`src/rtl/ata_seq_pkg.sv`:
```
package ata_seq_pkg;
  typedef enum logic [4:0] {
    S_IDLE, S_LOCK, S_SEL, S_SETTLE, S_PROG, S_CMD, S_POLL_BSY,
    S_W_DRQ, S_W_DATA, S_W_END, S_IRQ_WAIT, S_ALT1, S_R_DRQ,
    S_R_DATA, S_ALT2, S_FINAL, S_DONE, S_ERR
  } seq_state_e;

  localparam logic [3:0] REG_DATA   = 4'd0;
  localparam logic [3:0] REG_FEAT   = 4'd1;
  localparam logic [3:0] REG_COUNT  = 4'd2;
  localparam logic [3:0] REG_SECT   = 4'd3;
  localparam logic [3:0] REG_CYL_LO = 4'd4;
  localparam logic [3:0] REG_CYL_HI = 4'd5;
  localparam logic [3:0] REG_DRIVE  = 4'd6;
  localparam logic [3:0] REG_CMD    = 4'd7;
  localparam logic [3:0] REG_CTRL   = 4'd8;

  localparam int ST_ERR = 0;
  localparam int ST_DRQ = 3;
  localparam int ST_BSY = 7;

  localparam logic [7:0] DRV_BASE = 8'hA0;
  localparam logic [7:0] CTRL_IEN = 8'h08;
  localparam logic [7:0] CMD_RD   = 8'h20;
  localparam logic [7:0] CMD_WR   = 8'h30;

  localparam int PROG_STEPS = 8;

  typedef struct packed {
    logic       write;
    logic       slave;
    logic [7:0] sect;
    logic [7:0] cyl_lo;
    logic [7:0] cyl_hi;
    logic [3:0] head;
  } seq_req_t;
endpackage

```
`src/rtl/ata_irq_latch.sv`:
```
module ata_irq_latch (
  input  logic clk_i,
  input  logic rst_ni,
  input  logic irq_i,
  input  logic clr_i,
  output logic pend_o
);
  logic irq_q;

  always_ff @(posedge clk_i or negedge rst_ni) begin
    if (!rst_ni) begin
      irq_q  <= 1'b0;
      pend_o <= 1'b0;
    end else begin
      irq_q <= irq_i;
      if (clr_i)               pend_o <= 1'b0;
      else if (irq_i && !irq_q) pend_o <= 1'b1;
    end
  end
endmodule

```
`src/rtl/ata_wait_timer.sv`:
```
module ata_wait_timer #(
  parameter int W = 8
) (
  input  logic         clk_i,
  input  logic         rst_ni,
  input  logic         restart_i,
  output logic [W-1:0] cnt_o
);
  always_ff @(posedge clk_i or negedge rst_ni) begin
    if (!rst_ni)            cnt_o <= '0;
    else if (restart_i)     cnt_o <= '0;
    else if (cnt_o != '1)   cnt_o <= cnt_o + 1'b1;
  end
endmodule

```
`src/rtl/ata_word_counter.sv`:
```
module ata_word_counter #(
  parameter int WORDS = 256,
  localparam int AW = (WORDS > 1) ? $clog2(WORDS) : 1
) (
  input  logic          clk_i,
  input  logic          rst_ni,
  input  logic          en_i,
  output logic [AW-1:0] idx_o,
  output logic          last_o
);
  assign last_o = (idx_o == AW'(WORDS - 1));

  always_ff @(posedge clk_i or negedge rst_ni) begin
    if (!rst_ni)                 idx_o <= '0;
    else if (!en_i || last_o)    idx_o <= '0;
    else                         idx_o <= idx_o + 1'b1;
  end
endmodule

```
`src/rtl/ata_prog_step.sv`:
```
module ata_prog_step
  import ata_seq_pkg::*;
(
  input  logic [2:0] step_i,
  input  seq_req_t   req_i,
  output logic [3:0] reg_o,
  output logic [7:0] data_o
);
  logic [7:0] drv_sel;
  assign drv_sel = DRV_BASE | {3'b000, req_i.slave, 4'b0000};

  always_comb begin
    unique case (step_i)
      3'd0: begin reg_o = REG_CTRL;   data_o = CTRL_IEN; end
      3'd1: begin reg_o = REG_FEAT;   data_o = 8'h01; end
      3'd2: begin reg_o = REG_FEAT;   data_o = 8'h00; end
      3'd3: begin reg_o = REG_COUNT;  data_o = 8'h01; end
      3'd4: begin reg_o = REG_SECT;   data_o = req_i.sect; end
      3'd5: begin reg_o = REG_CYL_LO; data_o = req_i.cyl_lo; end
      3'd6: begin reg_o = REG_CYL_HI; data_o = req_i.cyl_hi; end
      default: begin reg_o = REG_DRIVE; data_o = drv_sel | {4'b0000, req_i.head}; end
    endcase
  end
endmodule

```
`src/rtl/ata_pio_sector_seq.sv`:
```
module ata_pio_sector_seq
  import ata_seq_pkg::*;
#(
  parameter int WORDS    = 256,
  parameter int SEL_WAIT = 20000,
  parameter int TIMEOUT  = 1000000,
  localparam int AW   = (WORDS > 1) ? $clog2(WORDS) : 1,
  localparam int TMAX = (SEL_WAIT > TIMEOUT) ? SEL_WAIT : TIMEOUT,
  localparam int TW   = $clog2(TMAX + 1) + 1
) (
  input  logic          clk_i,
  input  logic          rst_ni,
  input  logic          req_valid_i,
  input  logic          req_write_i,
  input  logic          req_slave_i,
  input  logic [7:0]    req_sect_i,
  input  logic [7:0]    req_cyl_lo_i,
  input  logic [7:0]    req_cyl_hi_i,
  input  logic [3:0]    req_head_i,
  output logic          busy_o,
  output logic          done_o,
  output logic          err_o,
  output logic          lock_req_o,
  input  logic          lock_gnt_i,
  output logic          tf_wr_o,
  output logic          tf_rd_o,
  output logic [3:0]    tf_reg_o,
  output logic [15:0]   tf_wdata_o,
  input  logic [15:0]   tf_rdata_i,
  input  logic          irq_i,
  output logic [AW-1:0] buf_idx_o,
  output logic          buf_rd_o,
  input  logic [15:0]   buf_rdata_i,
  output logic          buf_wr_o,
  output logic [15:0]   buf_wdata_o
);
  seq_state_e state_q, state_d;
  seq_req_t   req_q;
  logic [2:0] step_q;
  logic [TW-1:0] tmr;
  logic irq_pend, irq_clr;
  logic word_en, word_last;
  logic [3:0] prog_reg;
  logic [7:0] prog_data;
  logic st_bsy, st_drq, st_err, timed_out, settled;

  assign st_bsy    = tf_rdata_i[ST_BSY];
  assign st_drq    = tf_rdata_i[ST_DRQ];
  assign st_err    = tf_rdata_i[ST_ERR];
  assign timed_out = (tmr == TW'(TIMEOUT - 1));
  assign settled   = (tmr == TW'(SEL_WAIT - 1));

  ata_irq_latch u_irq (
    .clk_i, .rst_ni, .irq_i, .clr_i(irq_clr), .pend_o(irq_pend)
  );

  ata_wait_timer #(.W(TW)) u_tmr (
    .clk_i, .rst_ni, .restart_i(state_d != state_q), .cnt_o(tmr)
  );

  ata_word_counter #(.WORDS(WORDS)) u_words (
    .clk_i, .rst_ni, .en_i(word_en), .idx_o(buf_idx_o), .last_o(word_last)
  );

  ata_prog_step u_prog (
    .step_i(step_q), .req_i(req_q), .reg_o(prog_reg), .data_o(prog_data)
  );

  assign word_en    = (state_q == S_W_DATA) || (state_q == S_R_DATA);
  assign busy_o     = (state_q != S_IDLE);
  assign lock_req_o = !(state_q inside {S_IDLE, S_DONE, S_ERR});
  assign done_o     = (state_q == S_DONE);
  assign err_o      = (state_q == S_ERR);

  always_comb begin
    state_d     = state_q;
    tf_wr_o     = 1'b0;
    tf_rd_o     = 1'b0;
    tf_reg_o    = REG_CMD;
    tf_wdata_o  = '0;
    buf_rd_o    = 1'b0;
    buf_wr_o    = 1'b0;
    buf_wdata_o = tf_rdata_i;
    irq_clr     = 1'b0;
    unique case (state_q)
      S_IDLE:   if (req_valid_i) state_d = S_LOCK;
      S_LOCK:   if (lock_gnt_i) state_d = S_SEL;
      S_SEL: begin
        tf_wr_o    = 1'b1;
        tf_reg_o   = REG_DRIVE;
        tf_wdata_o = {8'h00, DRV_BASE | {3'b000, req_q.slave, 4'b0000}};
        state_d    = S_SETTLE;
      end
      S_SETTLE: if (settled) state_d = S_PROG;
      S_PROG: begin
        tf_wr_o    = 1'b1;
        tf_reg_o   = prog_reg;
        tf_wdata_o = {8'h00, prog_data};
        if (step_q == 3'(PROG_STEPS - 1)) state_d = S_CMD;
      end
      S_CMD: begin
        tf_wr_o    = 1'b1;
        tf_reg_o   = REG_CMD;
        tf_wdata_o = {8'h00, req_q.write ? CMD_WR : CMD_RD};
        irq_clr    = 1'b1;
        state_d    = S_POLL_BSY;
      end
      S_POLL_BSY: begin
        tf_rd_o = 1'b1;
        if (!st_bsy) begin
          if (st_err)           state_d = S_ERR;
          else if (req_q.write) state_d = S_W_DRQ;
          else                  state_d = S_IRQ_WAIT;
        end else if (timed_out) state_d = S_ERR;
      end
      S_W_DRQ: begin
        tf_rd_o = 1'b1;
        if (st_err)                  state_d = S_ERR;
        else if (!st_bsy && st_drq)  state_d = S_W_DATA;
        else if (timed_out)          state_d = S_ERR;
      end
      S_W_DATA: begin
        tf_wr_o    = 1'b1;
        tf_reg_o   = REG_DATA;
        tf_wdata_o = buf_rdata_i;
        buf_rd_o   = 1'b1;
        if (word_last) state_d = S_W_END;
      end
      S_W_END: begin
        tf_rd_o = 1'b1;
        if (st_err)                  state_d = S_ERR;
        else if (!st_bsy && !st_drq) state_d = S_IRQ_WAIT;
        else if (timed_out)          state_d = S_ERR;
      end
      S_IRQ_WAIT: begin
        if (irq_pend)       state_d = S_ALT1;
        else if (timed_out) state_d = S_ERR;
      end
      S_ALT1: begin
        tf_rd_o  = 1'b1;
        tf_reg_o = REG_CTRL;
        state_d  = req_q.write ? S_FINAL : S_R_DRQ;
      end
      S_R_DRQ: begin
        tf_rd_o = 1'b1;
        if (st_err)                 state_d = S_ERR;
        else if (!st_bsy && st_drq) state_d = S_R_DATA;
        else if (timed_out)         state_d = S_ERR;
      end
      S_R_DATA: begin
        tf_rd_o  = 1'b1;
        tf_reg_o = REG_DATA;
        buf_wr_o = 1'b1;
        if (word_last) state_d = S_ALT2;
      end
      S_ALT2: begin
        tf_rd_o  = 1'b1;
        tf_reg_o = REG_CTRL;
        state_d  = S_FINAL;
      end
      S_FINAL: begin
        tf_rd_o = 1'b1;
        state_d = st_err ? S_ERR : S_DONE;
      end
      S_DONE:  state_d = S_IDLE;
      S_ERR:   state_d = S_IDLE;
      default: state_d = S_IDLE;
    endcase
  end

  always_ff @(posedge clk_i or negedge rst_ni) begin
    if (!rst_ni) begin
      state_q <= S_IDLE;
      req_q   <= '0;
      step_q  <= '0;
    end else begin
      state_q <= state_d;
      if (state_q == S_IDLE && req_valid_i)
        req_q <= '{write: req_write_i, slave: req_slave_i, sect: req_sect_i,
                   cyl_lo: req_cyl_lo_i, cyl_hi: req_cyl_hi_i, head: req_head_i};
      step_q <= (state_q == S_PROG) ? step_q + 3'd1 : 3'd0;
    end
  end
endmodule

```
`config.mk`:
```
export PLATFORM = sky130hd
export DESIGN_NAME = ata_pio_sector_seq
export DESIGN_NICKNAME = d
export VERILOG_FILES = /design/src/rtl/ata_seq_pkg.sv /design/src/rtl/ata_irq_latch.sv /design/src/rtl/ata_wait_timer.sv /design/src/rtl/ata_word_counter.sv /design/src/rtl/ata_prog_step.sv /design/src/rtl/ata_pio_sector_seq.sv
export SDC_FILE = /design/constraint.sdc
export NUM_CORES = 1
export LEC_CHECK = 0
export ABC_AREA = 0
export ABC_CLOCK_PERIOD_IN_PS = 3000
export BUFFER_PORTS_ARGS = -buffer_cell sky130_fd_sc_hd__buf_4
export CELL_PAD_IN_SITES_DETAIL_PLACEMENT = 1
export CELL_PAD_IN_SITES_GLOBAL_PLACEMENT = 2
export CORE_ASPECT_RATIO = 1.75
export CORE_MARGIN = 1
export CORE_UTILIZATION = 33
export CTS_BUF_LIST = sky130_fd_sc_hd__clkbuf_2
export DETAILED_ROUTE_END_ITERATION = 8
export PLACE_DENSITY = 0.94
export SLEW_MARGIN = 30
export SYNTH_ARGS = -nofsm -noshare
export SYNTH_HDL_FRONTEND = slang
export SYNTH_SLANG_ARGS = --single-unit
```
`constraint.sdc`:
```
create_clock -name clk_i -period 3 [get_ports clk_i]
set_input_delay 0.6 -clock clk_i [delete_from_list [all_inputs] [get_ports clk_i]]
set_output_delay 0.6 -clock clk_i [all_outputs]
set_load 0.005 [all_outputs]
```
# Yosys cells after proc, flatten, opt, wreduce, memory -nomap -nowiden

Cells that the tools add are included.

Register bits: 69
Input bits: 67
Output and inout port bits: 52
Word-level logic and storage cells: 104

Add/sub/neg operators: 3
Equality and inequality tests: 29
Muxes and demuxes: 36
Bitwise operators: 1
Reductions and logical operators: 23

Operators by type and width:

| kind                  | count |
|---|---|
| $mux 5                | 17 |
| $pmux 5 s16           | 1 |
| $pmux 16 s4           | 1 |
| $pmux 8 s6            | 1 |
| $mux 21               | 2 |
| $eq 5x4->1 const B    | 8 |
| $pmux 4 s6            | 1 |
| $add 21x1->21 const B | 1 |
| $eq 21x15->1 const B  | 1 |
| $eq 21x20->1 const B  | 1 |
| $ne 21x21->1 const B  | 1 |
| $eq 5x3->1 const B    | 4 |
| $pmux 4 s4            | 1 |
| $eq 3x3->1 const B    | 4 |
| $eq 5x2->1 const B    | 2 |
| $eq 5x5->1 const B    | 2 |
| $add 8x1->8 const B   | 1 |
| $eq 8x8->1 const B    | 1 |
| $mux 1                | 8 |
| $mux 8                | 1 |
| $or 8x4->8            | 1 |
| $reduce_or 2->1       | 4 |
| $reduce_or 8->1       | 1 |
| $eq 3x2->1 const B    | 2 |
| other kinds (16)      | 25 |

# Logic depth before layout (Yosys ltp)

Gate-level depths: netlist (run 1).

Depth in word-level cells: 7
Depth in mapped cells: 10
Mapped depth without buffers: 8

# Cells and area by module

Synthesis (run 1) repeated with hierarchy kept, for this count alone.

Cells, all modules: 518
Area, all modules: 4,693.3 um2

By module, submodules not included:

| module             | instances | cells each | area an instance (um2) | sequential area each (um2) |
|---|---|---|---|---|
| ata_pio_sector_seq | 1         | 302        | 2,738.9                | 950.9 |
| ata_wait_timer     | 1         | 130        | 1,203.7                | 525.5 |
| ata_word_counter   | 1         | 41         | 386.6                  | 200.2 |
| ata_prog_step      | 1         | 40         | 295.3                  | 0.0 |
| ata_irq_latch      | 1         | 5          | 68.8                   | 50.0 |

# Worst setup path after synthesis (run 1)

No wires, ideal clock.

Path kind: flip-flop to output port
Start point: register step_q[0]
End point: output tf_wdata_o[4]
Arrival: 2.222 ns
Data required time: 2.400 ns
Path slack: 0.178 ns
Stages on the path, launching flop included: 8
Buffers on the path: 0
Cells stage by stage: dfrtp_1 ha_1 ha_1 nor4_2 nand3_1 a2111oi_0 nand2_1 o311ai_0

Longest elaborated chain between the ends: 4
Elaborated cells on any way between the ends: 10
Classes of those cells: eq/ne: 6; mux: 2; reduce/logical: 2

Ends and longest elaborated chain:

| item                                            | line                      | RTL |
|---|---|---|
| start, declared                                 | ata_pio_sector_seq.sv:39  | `logic [2:0] step_q;` |
| start signal, assigned                          | ata_pio_sector_seq.sv:181 | `step_q <= (state_q == S_PROG) ? step_q + 3'd1 : 3'd0;` |
| $eq 3x1->1 / $eq 3x2->1 (equally long branches) | ata_prog_step.sv:13       | `unique case (step_i)` |
| $reduce_or 2->1 (no line)                       | n/a                       |  |
| $pmux 8 s6 (*)                                  | ata_prog_step.sv:13       |  |
| $pmux 16 s4 (*)                                 | ata_pio_sector_seq.sv:85  | `unique case (state_q)` |
| end, declared                                   | ata_pio_sector_seq.sv:28  | `output logic [15:0] tf_wdata_o,` |

Every way passes the cells marked *; elsewhere a longest branch is shown, timed or not.

# Worst setup path after layout (run 1)

Ends and elaborated chain as after synthesis.

==> results of run 1 <==
-- what timing repair did --
action / 4_1_cts / 5_1_grt
buffers inserted: 6 / 3
setup endpoints to repair: 11 / 11
pin swaps: 5 / 2
resized for setup: 35 / 9
hold buffers: 0 / 1
hold endpoints to repair: 0 / 10
-- cell usage after synthesis (4+ instances only) --
library cell and count:
a32oi_1 4, dfrtp_1 69, and2_1 7, nor3_1 17
nand4_1 9, buf_2 6, xnor2_1 14, o211ai_1 4
buf_6 5, buf_4 22, nor2_1 41, clkbuf_1 14
inv_1 12, a211oi_1 6, a22oi_1 5, nand3_1 19
a21oi_1 20, ha_1 8, a31oi_1 5, nand2_1 46
and4_1 4, xor2_1 8, a22o_1 4, mux2_2 30
nand2b_1 7, nor3b_2 4, and3_1 20, o21ai_0 19
nand4b_1 6, nor2b_1 5, or3_1 7
-- stage by stage --
| stage | hold WS, ns | total power (uW) | std cells | cell area, um2 |
|---|---|---|---|---|
| finish | 0.1584 | 4090 | 780 | 5899 |
| global placement | 0.4724 | 3325 | 753 | 5533 |
| detailed placement | 0.4869 | 3396 | 753 | 5533 |
| global route | 0.1231 | 4330 | 780 | 5899 |
| floorplan | 0.3044 | 2742 | 508 | 4720 |
| CTS | 0.1244 | 4059 | 775 | 5822 |
-- cell type report --
type                            instances  area [um2]  area share
Timing Repair Buffer                  127       992.2      0.1682
Clock buffer                            9       45.04    0.007635
Multi-Input combinational cell        378        2793      0.4734
Sequential cell                        69        1734      0.2940
Inverter                               12       47.55    0.008059
Tap cell                              177       221.5     0.03754
Clock inverter                          7       63.81     0.01082
Antenna cell                            1       2.502   0.0004242
-- state kept, by name, summed over array words and instances (netlist names) --
name	cells
req_q	30
u_tmr.cnt_o	21
u_words.idx_o	8
state_q	5
step_q	3
u_irq.irq_q	1
u_irq.pend_o	1
-- power groups by stage --
stage / Sequential [uW] / Clock, uW / Combinational, uW
floorplan: 1310 / 0 / 1430
global placement: 1380 / 0 / 1950
detailed placement: 1400 / 0 / 1990
CTS: 1370 / 561 / 2120
global route: 1400 / 590 / 2340
finish: 1380 / 543 / 2170
-- cells in the final DEF (no fill, tap or decap), types with 3 or more instances in the layout --
cell,synthesis,layout
and3_1,20,20
nor2b_1,5,5
a32oi_1,4,4
buf_4,22,121
a21o_1,3,3
ha_1,8,3
nand4_1,9,9
nand3_1,19,18
nand2_1,46,44
xnor2_1,14,14
o2bb2ai_1,3,3
ha_4,0,5
mux2_2,30,30
dfrtp_1,69,63
nand4b_1,6,6
clkbuf_2,0,9
nor3_1,17,16
a31oi_1,5,5
a211oi_1,6,5
nor3b_2,4,4
and4_1,4,4
or3_1,7,6
and2_1,7,4
xor2_1,8,8
inv_1,12,9
nor4b_4,3,3
buf_6,5,3
nand2b_1,7,7
a22oi_1,5,5
nor2_1,41,40
o21ai_0,19,19
a211o_1,3,3
o211ai_1,4,4
a22o_1,4,4
a21oi_1,20,20
dfrtp_2,0,6
-- kinds of logic after synthesis --
kind of cell    after synthesis  synth area share
compound gates               97            0.1450
xor+xnor                     22           0.04083
fa+ha+maj                     8           0.02121
buf+inv                      61           0.07556
flops                        69            0.3659
mux                          32           0.07582
simple gates                219            0.2757
-- metal layers --
layer  wire length, um  GRT usage
met1              5596     0.2310
met2              8877     0.3956
met3               456    0.02381
met4               728     0.1257
met5                 0          0
-- critical path, stage by stage (launching register included) --
cell       delay [ns]
dfrtp_2          0.53
ha_4             0.20
ha_4             0.17
nor4_4           0.18
nand3_2          0.13
a2111oi_4        0.34
buf_4            0.19
nand2_4          0.05
o311ai_4         0.06
buf_4            0.16
-- worst max-delay path by stage --
stage | startpoint | end | cells past startpoint
global placement | step_q[0] | tf_wdata_o[4] | 9
detailed placement | step_q[0] | tf_wdata_o[4] | 9
CTS | step_q[1] | tf_wdata_o[4] | 9
global route | step_q[0] | tf_wdata_o[4] | 9
floorplan | step_q[0] | tf_wdata_o[4] | 7
finish | step_q[0] | tf_wdata_o[4] | 9
==> impl_metrics.xml, run 1 <==
<?xml version="1.0" encoding="UTF-8"?>
<metrics>
  <group name="status">
    <metric name="status" unit="">finished, violations left</metric>
    <metric name="violations" unit="">negative setup slack</metric>
  </group>
  <group name="timing">
    <metric name="rsz0062_at_grt" unit="">yes</metric>
    <metric name="worst_slew_slack_as_a_fraction_of_its_limit" unit="">0.5686</metric>
    <metric name="final-setup-viol-count" unit="">3</metric>
    <metric name="fmax" unit="MHz">314.4</metric>
    <metric name="report.final.hold_viol_count" unit="">0</metric>
    <metric name="final-max-slew-violation-count" unit="">0</metric>
    <metric name="min_period" unit="ns">3.181</metric>
    <metric name="postLayoutSetupSlackWorst" unit="ns">-0.1805</metric>
    <metric name="finalCritPeriodShare" unit="">1.060</metric>
    <metric name="fin_setup_tns" unit="ns">-0.3291</metric>
    <metric name="tightestPinTransition" unit="ns">0.6471</metric>
    <metric name="worst_clock_skew" unit="ns">0.05074</metric>
  </group>
  <group name="pwr">
    <metric name="cellPowerDensity" unit="nW/um2">693.2</metric>
    <metric name="clockPowerShare" unit="">0.133</metric>
    <metric name="net-switching-power" unit="uW">1776</metric>
    <metric name="power.combinational.fraction" unit="">0.531</metric>
    <metric name="irDropWorstVdd" unit="V">0.0003470</metric>
    <metric name="netSwitchingFraction" unit="">0.4342</metric>
    <metric name="seq_power_share" unit="">0.336</metric>
    <metric name="p_leak" unit="uW">0.002557</metric>
    <metric name="cell_internal_pwr" unit="uW">2314</metric>
  </group>
  <group name="synthesis">
    <metric name="total_number_of_yosys_warnings" unit="">0</metric>
    <metric name="synthArstFlopShare" unit="">1.000</metric>
    <metric name="synth_area_per_cell" unit="um2">9.290</metric>
    <metric name="netlist.area_leader.share" unit="">0.3659</metric>
    <metric name="synthesized_instance_count" unit="">508</metric>
    <metric name="synth_ff_type" unit="">dfrtp_1</metric>
    <metric name="synth.top_cells.by_area" unit="">dfrtp_1 (37%), mux2_2 (7.2%), nand2_1 (3.7%)</metric>
    <metric name="synth_area_leader_cell" unit="">dfrtp_1</metric>
    <metric name="synth_sequential_area_ratio" unit="">0.3659</metric>
    <metric name="synth_seq_cells" unit="">69</metric>
    <metric name="synth_enable_flop_cells" unit="">0</metric>
    <metric name="mappedNetlistNets" unit="">583</metric>
    <metric name="synth_cell_type_count" unit="">70</metric>
    <metric name="post_synth_instance_area" unit="um2">4720</metric>
  </group>
  <group name="critical_path">
    <metric name="worst_r2r_startpoint" unit="">state_q[3]</metric>
    <metric name="data_required_time_at_the_worst_endpoint" unit="ns">2.40</metric>
    <metric name="timing.setup.critical_path_class" unit="">flip-flop to primary output</metric>
    <metric name="timing.critical_path.fanout_max" unit="">4</metric>
    <metric name="setup.reg_to_reg.worst_slack" unit="ns">0.16</metric>
    <metric name="rr_endpoint" unit="">u_tmr.cnt_o[6]</metric>
    <metric name="endpoint_kind" unit="">primary output</metric>
    <metric name="arrival" unit="ns">2.58</metric>
    <metric name="reg2regPathDepth" unit="">9</metric>
    <metric name="worst_setup_path_start_kind" unit="">flip-flop</metric>
  </group>
  <group name="drt">
    <metric name="drt_pre_antenna_iters" unit="">5</metric>
    <metric name="detailedRoute.firstIterationViolations" unit="">185</metric>
    <metric name="drt-total-wl" unit="um">15660</metric>
    <metric name="detail_route.vias_per_cell" unit="">5.617</metric>
    <metric name="detailed_route_drc_error_count" unit="">0</metric>
    <metric name="wl_per_cell" unit="um">20.07</metric>
    <metric name="count_of_antenna_violating_nets_left_after_detailed_routing" unit="">0</metric>
    <metric name="dr_total_vias" unit="">4381</metric>
  </group>
  <group name="clock_tree">
    <metric name="tritoncts.num_buffers" unit="">9</metric>
    <metric name="cts_tree" unit="">built</metric>
    <metric name="cts_buffer_depth" unit="">2</metric>
    <metric name="htreeDepth" unit="">3</metric>
    <metric name="worstSkewPairLatency" unit="ns">0.57</metric>
    <metric name="numClockSinks" unit="">69</metric>
    <metric name="cts-root-buf" unit="">clkbuf_2</metric>
    <metric name="clock_pin_slew_reported_for_the_worst_setup_and_hold_paths_after_clock_tree_synthesis" unit="ns">0.26</metric>
  </group>
  <group name="placement">
    <metric name="place_hpwl" unit="um">11540</metric>
    <metric name="port-buffer-count" unit="">92</metric>
    <metric name="dp_slack" unit="ns">0.02177</metric>
    <metric name="gp_congestion" unit="">0.9254</metric>
  </group>
  <group name="finish">
    <metric name="design.final.nets" unit="">672</metric>
    <metric name="layout-drive-gt1-share" unit="">0.3621</metric>
    <metric name="final_core_utilization" unit="">0.4242</metric>
    <metric name="fillerInstances" unit="">1630</metric>
    <metric name="flow.area_growth_from_synthesis" unit="%">25.00</metric>
  </group>
  <group name="global_routing">
    <metric name="globalRouteTotalUtil" unit="">0.2151</metric>
    <metric name="grt_antenna_before_repair" unit="">1</metric>
    <metric name="overflow" unit="">0</metric>
    <metric name="largest_net_degree_at_the_start_of_global_routing" unit="">70</metric>
    <metric name="wire_length_of_the_first_global_routing_pass" unit="um">24700</metric>
    <metric name="first_global_vias" unit="">4688</metric>
  </group>
  <group name="die">
    <metric name="chipHeight" unit="um">160.2</metric>
    <metric name="ioPinCount" unit="">119</metric>
    <metric name="dieArea" unit="um2">14800</metric>
    <metric name="floorplan.core_area" unit="um2">13910</metric>
    <metric name="initial_utilization" unit="">0.3394</metric>
    <metric name="die-width" unit="um">92.40</metric>
    <metric name="std_cell_rows" unit="">57</metric>
  </group>
  <group name="min_path">
    <metric name="hold_sp" unit="">irq_i</metric>
    <metric name="endpoint_of_the_worst_hold_path" unit="">u_irq.irq_q</metric>
    <metric name="min_delay_path_depth" unit="">1</metric>
    <metric name="hold_path.class" unit="">input pin to flip-flop</metric>
  </group>
  <group name="job">
    <metric name="max-cap-violations" unit="">0</metric>
  </group>
</metrics>
Note: power is estimated with default switching activity, not from simulation.
==> run 2: changes to the inputs <==
- CELL_PAD_IN_SITES_DETAIL_PLACEMENT: 1 -> 2
- SKIP_LAST_GASP: not set -> 1
==> impl_metrics.xml, run 2 (synthesis results as in run 1) <==
<?xml version="1.0" encoding="UTF-8"?>
<metrics>
  <group name="status">
    <metric name="status" unit="">finished, violations left</metric>
    <metric name="violations" unit="">negative setup slack</metric>
  </group>
  <group name="placement">
    <metric name="place_hpwl" unit="um">13680</metric>
    <metric name="dp_slack" unit="ns">-0.2689</metric>
    <metric name="gp_congestion" unit="">0.9254</metric>
    <metric name="dpl-instance-area" unit="um2">5533</metric>
    <metric name="port-buffer-count" unit="">92</metric>
    <metric name="dp.cells" unit="">753</metric>
  </group>
  <group name="global_routing">
    <metric name="wire_length_of_the_first_global_routing_pass" unit="um">34430</metric>
    <metric name="largest_net_degree_at_the_start_of_global_routing" unit="">70</metric>
    <metric name="globalRouteTotalUtil" unit="">0.3171</metric>
    <metric name="first_global_vias" unit="">5515</metric>
    <metric name="overflow" unit="">0</metric>
    <metric name="grt_antenna_before_repair" unit="">1</metric>
  </group>
  <group name="drt">
    <metric name="dr_total_vias" unit="">4837</metric>
    <metric name="count_of_antenna_violating_nets_left_after_detailed_routing" unit="">0</metric>
    <metric name="wl_per_cell" unit="um">29.39</metric>
    <metric name="detailed_route_drc_error_count" unit="">0</metric>
    <metric name="detailedRoute.firstIterationViolations" unit="">315</metric>
    <metric name="drt-total-wl" unit="um">23070</metric>
    <metric name="detail_route.vias_per_cell" unit="">6.162</metric>
    <metric name="drt_pre_antenna_iters" unit="">4</metric>
  </group>
  <group name="die">
    <metric name="ioPinCount" unit="">119</metric>
    <metric name="dieArea" unit="um2">14800</metric>
    <metric name="std_cell_rows" unit="">57</metric>
    <metric name="floorplan.core_area" unit="um2">13910</metric>
    <metric name="chipHeight" unit="um">160.2</metric>
    <metric name="initial_utilization" unit="">0.3394</metric>
    <metric name="die-width" unit="um">92.40</metric>
  </group>
  <group name="min_path">
    <metric name="hold_sp" unit="">irq_i</metric>
    <metric name="endpoint_of_the_worst_hold_path" unit="">u_irq.irq_q</metric>
    <metric name="hold_path.class" unit="">input pin to flip-flop</metric>
    <metric name="min_delay_path_depth" unit="">1</metric>
  </group>
  <group name="clock_tree">
    <metric name="cts_buffer_depth" unit="">2</metric>
    <metric name="clock_pin_slew_reported_for_the_worst_setup_and_hold_paths_after_clock_tree_synthesis" unit="ns">0.33</metric>
    <metric name="htreeDepth" unit="">3</metric>
    <metric name="cts_tree" unit="">built</metric>
    <metric name="tritoncts.num_buffers" unit="">9</metric>
    <metric name="cts-root-buf" unit="">clkbuf_2</metric>
    <metric name="worstSkewPairLatency" unit="ns">0.67</metric>
    <metric name="numClockSinks" unit="">69</metric>
  </group>
  <group name="timing">
    <metric name="fmax" unit="MHz">277.2</metric>
    <metric name="finalCritPeriodShare" unit="">1.202</metric>
    <metric name="worst_slew_slack_as_a_fraction_of_its_limit" unit="">0.5335</metric>
    <metric name="worst_clock_skew" unit="ns">0.08385</metric>
    <metric name="final-setup-viol-count" unit="">11</metric>
    <metric name="report.final.hold_viol_count" unit="">0</metric>
    <metric name="postLayoutSetupSlackWorst" unit="ns">-0.6074</metric>
    <metric name="final-max-slew-violation-count" unit="">0</metric>
    <metric name="tightestPinTransition" unit="ns">0.6903</metric>
    <metric name="rsz0062_at_grt" unit="">yes</metric>
    <metric name="min_period" unit="ns">3.607</metric>
  </group>
  <group name="critical_path">
    <metric name="crit_slowest_cell" unit="">dfrtp_2</metric>
    <metric name="reg2regPathDepth" unit="">9</metric>
    <metric name="slowest_delay" unit="ns">0.55</metric>
    <metric name="setup.reg_to_reg.worst_slack" unit="ns">0.11</metric>
    <metric name="endpoint_kind" unit="">primary output</metric>
    <metric name="data_required_time_at_the_worst_endpoint" unit="ns">2.40</metric>
    <metric name="crit_top_cell" unit="">buf_6</metric>
    <metric name="worst_setup_path_start_kind" unit="">flip-flop</metric>
    <metric name="rr_endpoint" unit="">u_tmr.cnt_o[8]</metric>
    <metric name="crit_path_cell_trace" unit="">buf_6 &gt; ha_4 &gt; buf_4 &gt; buf_6 &gt; buf_6 &gt; and2_4 &gt; a22o_1 &gt; a211oi_2 &gt; o22ai_2 &gt; buf_4</metric>
    <metric name="arrival" unit="ns">3.01</metric>
    <metric name="timing.setup.critical_path_class" unit="">flip-flop to primary output</metric>
    <metric name="timing.critical_path.fanout_max" unit="">6</metric>
    <metric name="worst_r2r_startpoint" unit="">u_tmr.cnt_o[1]</metric>
  </group>
  <group name="finish">
    <metric name="largest_register_ff_count" unit="">30</metric>
    <metric name="layout-drive-gt1-share" unit="">0.3806</metric>
    <metric name="flow.area_growth_from_synthesis" unit="%">27.52</metric>
    <metric name="stdcell_area" unit="um2">6018</metric>
    <metric name="layout_top_registers" unit="">req_q x30, u_tmr.cnt_o x21, u_words.idx_o x8</metric>
    <metric name="largest-register" unit="">req_q</metric>
    <metric name="design.final.nets" unit="">677</metric>
    <metric name="mostFrequentLayoutCell" unit="">buf_4</metric>
    <metric name="instances_no_fill" unit="">785</metric>
    <metric name="most-common-layout-cells" unit="">buf_4 (120), dfrtp_1 (62), nand2_1 (45)</metric>
  </group>
  <group name="pwr">
    <metric name="cellPowerDensity" unit="nW/um2">754.4</metric>
    <metric name="p_leak" unit="uW">0.002602</metric>
    <metric name="irDropWorstVdd" unit="V">0.0005613</metric>
  </group>
  <group name="job">
    <metric name="max-cap-violations" unit="">0</metric>
  </group>
</metrics>
-- run 2: area by class of cell --
class / instances / area (um2)
repair buffers: 132 / 1052
fillers: 1508 / 7889
diodes: 1 / 2.502
clock buffers: 9 / 45.04
inverters: 12 / 45.04
clock inverters: 7 / 81.33
well taps: 177 / 221.5
multi-input cells: 378 / 2835
flip-flops and latches: 69 / 1735
-- run 2: where the power goes --
| group | leakage (uW) | switching [uW] | internal (uW) |
|---|---|---|---|
| Combinational | 0.00165 | 1390 | 1020 |
| Sequential | 0.000876 | 265 | 1190 |
| Clock | 0.0000735 | 471 | 205 |
-- run 2: stage by stage --
step / hold slack, ns / TNS [ns] / utilization / total power [uW]
floorplan: 0.3044 / 0 / - / 2742
global placement: 0.4724 / 0 / 0.3978 / 3325
detailed placement: 0.4935 / -0.3821 / 0.3978 / 3479
CTS: 0.05913 / -3.234 / 0.4257 / 4250
global route: 0.04297 / -5.172 / 0.4327 / 4708
finish: 0.04871 / -4.702 / 0.4327 / 4540
-- run 2: worst max-delay path by stage --
stage               startpoint             to  slack, ns  depth (start not counted)
floorplan            step_q[0]  tf_wdata_o[4]       0.18                          7
global placement     step_q[0]  tf_wdata_o[4]       0.10                          9
detailed placement   step_q[0]  tf_wdata_o[4]      -0.27                          9
CTS                  step_q[0]  tf_wdata_o[7]      -0.43                          9
global route         step_q[0]  tf_wdata_o[5]      -0.64                         10
finish               step_q[0]  tf_wdata_o[5]      -0.61                         10
-- run 2: critical path, delay by kind of cell (launching register included) --
family                     cells  cell delay (ns)
AOI/OAI and AO/OA              3             0.75
buffers and inverters          5             0.66
DFF                            1             0.55
and+or+nand+nor                1             0.19
adders and majority gates      1             0.16
-- run 2: timing repair --
action	in CTS	in global routing
gates resized for setup	52	13
hold buffers	0	1
setup buffers	10	9
endpoints found under the setup margin	12	34
hold endpoints to repair	0	49
pin swaps	22	12
-- run 2: per-layer routing --
metal  vias up  track usage  routed length, um  share of wire
met3       128      0.06048               1021          0.044
met2       230       0.5613              12320           0.53
met4         0       0.2536               2106          0.091
li1       2028            -                  -              -
met5         -            0                  0              0
met1      2451       0.3156               7620           0.33
==> run 3: changes to the inputs <==
- PLACE_DENSITY: 0.94 -> 0.95
- SYNTH_HIERARCHICAL: not set -> 1
==> impl_metrics.xml, run 3 <==
<?xml version="1.0" encoding="UTF-8"?>
<metrics>
  <group name="status">
    <metric name="status" unit="">finished, violations left</metric>
    <metric name="violations" unit="">negative setup slack</metric>
  </group>
  <group name="synthesis">
    <metric name="synth.top_cells.by_area" unit="">dfrtp_1 (37%), mux2_2 (9.1%), a21oi_1 (3.8%)</metric>
    <metric name="synth_simple_gate_area_share" unit="">0.2631</metric>
    <metric name="total_number_of_yosys_warnings" unit="">6</metric>
    <metric name="synth_ff_type" unit="">dfrtp_1</metric>
    <metric name="synthArstFlopShare" unit="">1.000</metric>
    <metric name="netlist.area_leader.share" unit="">0.3679</metric>
    <metric name="post_synth_most_frequent_cells" unit="">dfrtp_1 (69), mux2_2 (38), a21oi_1 (36), nor2_1 (36), nand2_1 (30)</metric>
    <metric name="synth_enable_flop_cells" unit="">0</metric>
    <metric name="synthAdderAreaFrac" unit="">0.01066</metric>
    <metric name="mappedNetlistNets" unit="">589</metric>
    <metric name="complex_gate_fraction_of_the_synthesized_area" unit="">0.1672</metric>
    <metric name="synthesized_instance_count" unit="">518</metric>
    <metric name="synth_top_family_by_area" unit="">simple AND/OR/NAND/NOR gates</metric>
    <metric name="post_synth_instance_area" unit="um2">4693</metric>
    <metric name="synth_cell_type_count" unit="">73</metric>
    <metric name="post-synth-top-count-cell" unit="">dfrtp_1</metric>
    <metric name="synth_sequential_area_ratio" unit="">0.3679</metric>
    <metric name="synth_seq_cells" unit="">69</metric>
    <metric name="synthMuxAreaShare" unit="">0.1157</metric>
    <metric name="post_synth_xor_area_fraction" unit="">0.007465</metric>
    <metric name="synth_area_leader_cell" unit="">dfrtp_1</metric>
    <metric name="synth_area_per_cell" unit="um2">9.060</metric>
  </group>
  <group name="drt">
    <metric name="drt_pre_antenna_iters" unit="">5</metric>
    <metric name="count_of_antenna_violating_nets_left_after_detailed_routing" unit="">0</metric>
    <metric name="wl_per_cell" unit="um">33.04</metric>
    <metric name="detail_route.vias_per_cell" unit="">6.484</metric>
    <metric name="dr_total_vias" unit="">5362</metric>
    <metric name="detailed_route_drc_error_count" unit="">0</metric>
    <metric name="drt-total-wl" unit="um">27330</metric>
    <metric name="detailedRoute.firstIterationViolations" unit="">460</metric>
  </group>
  <group name="die">
    <metric name="initial_utilization" unit="">0.3375</metric>
    <metric name="ioPinCount" unit="">119</metric>
    <metric name="dieArea" unit="um2">14720</metric>
    <metric name="die-width" unit="um">92.15</metric>
    <metric name="floorplan.core_area" unit="um2">13910</metric>
    <metric name="chipHeight" unit="um">159.8</metric>
    <metric name="std_cell_rows" unit="">57</metric>
  </group>
  <group name="global_routing">
    <metric name="first_global_vias" unit="">5663</metric>
    <metric name="largest_net_degree_at_the_start_of_global_routing" unit="">70</metric>
    <metric name="wire_length_of_the_first_global_routing_pass" unit="um">34180</metric>
    <metric name="overflow" unit="">0</metric>
    <metric name="globalRouteTotalUtil" unit="">0.3099</metric>
    <metric name="grt_antenna_before_repair" unit="">1</metric>
  </group>
  <group name="timing">
    <metric name="worst_slew_slack_as_a_fraction_of_its_limit" unit="">0.2524</metric>
    <metric name="min_period" unit="ns">3.226</metric>
    <metric name="rsz0062_at_grt" unit="">yes</metric>
    <metric name="final-max-slew-violation-count" unit="">0</metric>
    <metric name="fmax" unit="MHz">310.0</metric>
    <metric name="fin_setup_tns" unit="ns">-2.738</metric>
    <metric name="postLayoutSetupSlackWorst" unit="ns">-0.2257</metric>
    <metric name="tightestPinTransition" unit="ns">1.111</metric>
    <metric name="report.final.hold_viol_count" unit="">0</metric>
    <metric name="finalCritPeriodShare" unit="">1.075</metric>
    <metric name="worst_clock_skew" unit="ns">0.06560</metric>
    <metric name="final-setup-viol-count" unit="">26</metric>
  </group>
  <group name="finish">
    <metric name="final_core_utilization" unit="">0.4630</metric>
    <metric name="layout_top_registers" unit="">req_q x30, u_tmr/cnt_o x21, u_words/idx_o x8</metric>
    <metric name="flow.area_growth_from_synthesis" unit="%">37.19</metric>
    <metric name="layout-drive-gt1-share" unit="">0.4515</metric>
    <metric name="design.final.nets" unit="">715</metric>
    <metric name="most-common-layout-cells" unit="">buf_4 (146), dfrtp_1 (60), mux2_2 (37)</metric>
    <metric name="largest_register_ff_count" unit="">30</metric>
    <metric name="largest-register" unit="">req_q</metric>
    <metric name="fillerInstances" unit="">1469</metric>
    <metric name="mostFrequentLayoutCell" unit="">buf_4</metric>
  </group>
  <group name="pwr">
    <metric name="cell_internal_pwr" unit="uW">2335</metric>
    <metric name="cellPowerDensity" unit="nW/um2">657.0</metric>
    <metric name="netSwitchingFraction" unit="">0.4479</metric>
    <metric name="net-switching-power" unit="uW">1895</metric>
    <metric name="irDropWorstVdd" unit="V">0.0006567</metric>
    <metric name="clockPowerShare" unit="">0.155</metric>
    <metric name="p_leak" unit="uW">0.002721</metric>
    <metric name="seq_power_share" unit="">0.334</metric>
    <metric name="power.combinational.fraction" unit="">0.512</metric>
  </group>
  <group name="critical_path">
    <metric name="crit_slowest_cell" unit="">dfrtp_1</metric>
    <metric name="worst_setup_path_start_kind" unit="">flip-flop</metric>
    <metric name="data_required_time_at_the_worst_endpoint" unit="ns">2.40</metric>
    <metric name="timing.critical_path.fanout_max" unit="">5</metric>
    <metric name="rr_endpoint" unit="">u_tmr/cnt_o[7]</metric>
    <metric name="crit_path_cell_trace" unit="">buf_6 &gt; buf_8 &gt; clkinvlp_4 &gt; buf_4 &gt; a21oi_1 &gt; o21ai_0 &gt; a21oi_1 &gt; buf_4</metric>
    <metric name="worstSetupStartpoint" unit="">step_q[0]</metric>
    <metric name="worst_r2r_startpoint" unit="">u_tmr/cnt_o[15]</metric>
    <metric name="timing.setup.critical_path_class" unit="">flip-flop to primary output</metric>
    <metric name="reg2regPathDepth" unit="">11</metric>
    <metric name="worst_setup_path_endpoint" unit="">tf_wdata_o[5]</metric>
    <metric name="endpoint_kind" unit="">primary output</metric>
    <metric name="slowest_delay" unit="ns">0.58</metric>
    <metric name="setup.reg_to_reg.worst_slack" unit="ns">-0.20</metric>
    <metric name="arrival" unit="ns">2.63</metric>
  </group>
  <group name="clock_tree">
    <metric name="cts_tree" unit="">built</metric>
    <metric name="cts-root-buf" unit="">clkbuf_2</metric>
    <metric name="worstSkewPairLatency" unit="ns">0.62</metric>
    <metric name="clock_pin_slew_reported_for_the_worst_setup_and_hold_paths_after_clock_tree_synthesis" unit="ns">0.27</metric>
    <metric name="tritoncts.num_buffers" unit="">9</metric>
    <metric name="numClockSinks" unit="">69</metric>
    <metric name="htreeDepth" unit="">3</metric>
    <metric name="cts_buffer_depth" unit="">2</metric>
  </group>
  <group name="placement">
    <metric name="port-buffer-count" unit="">92</metric>
    <metric name="gp_congestion" unit="">0.8970</metric>
    <metric name="place_hpwl" unit="um">14350</metric>
  </group>
  <group name="min_path">
    <metric name="hold_path.class" unit="">input pin to flip-flop</metric>
  </group>
  <group name="job">
    <metric name="max-cap-violations" unit="">0</metric>
  </group>
</metrics>
run 3: cells by family after synthesis:
family / after synthesis
buf+inv: 65
compound gates: 117
simple gates: 214
fa+ha+maj: 4
mux: 45
flops: 69
xor+xnor: 4
run 3: worst min path at each step:
stage,start,slack [ns],end,cells after the start
after floorplan,rst_ni,0.30,req_q[0],0
after global placement,req_q[2],0.48,req_q[2],1
after detailed placement,req_q[22],0.49,req_q[22],1
after CTS,rst_ni,0.11,step_q[1],1
after global routing,irq_i,0.07,u_irq/irq_q,1
final,irq_i,0.11,u_irq/irq_q,1
run 3: metrics by stage:
stage	cells	setup WS [ns]	instance area (um2)	hold WS, ns	total power (uW)
5_1_grt	827	-0.2840	6439	0.06501	4345
4_1_cts	807	-0.03232	5983	0.1072	3665
3_5_place_dp	777	-0.01168	5692	0.4914	2919
3_3_place_gp	777	0.2243	5692	0.4825	2724
6_report	827	-0.2257	6439	0.1097	4230
2_1_floorplan	518	0.06264	4693	0.3044	2192
run 3: power by group through the flow:
stage               clock network [uW]  logic [uW]  registers, uW
global placement                     0        1400           1320
global route                       690        2230           1420
floorplan                            0         930           1260
detailed placement                   0        1540           1380
finish                             654        2160           1410
CTS                                637        1670           1360
run 3: final cells by class:
cell class / count / area, um2 / area share
multi-input cells: 384 / 2928 / 0.4547
flip-flops and latches: 69 / 1738 / 0.2699
clock buffers: 9 / 45.04 / 0.006996
repair buffers: 163 / 1356 / 0.2106
clock inverters: 7 / 80.08 / 0.01244
well taps: 177 / 221.5 / 0.03440
diodes: 1 / 2.502 / 0.0003887
inverters: 17 / 67.56 / 0.01049
run 3: repair_timing:
item	4_1_cts	5_1_grt
hold buffers	0	1
setup buffers	14	16
endpoints found under the setup margin	25	33
gates resized for setup	24	65
pin swaps	6	14
hold endpoints to repair	0	13
gates cloned	0	2
run 3: critical path, delay by kind of cell (launching register included):
family | cells | cell delay [ns]
AOI/OAI and AO/OA | 3 | 0.64
buffers and inverters | 5 | 0.80
DFF | 1 | 0.58
run 3: metal layers:
layer	part of all wire	track usage
met2	0.53	0.5709
met5	0	0
met3	0.061	0.05143
met1	0.31	0.3143
met4	0.096	0.2017
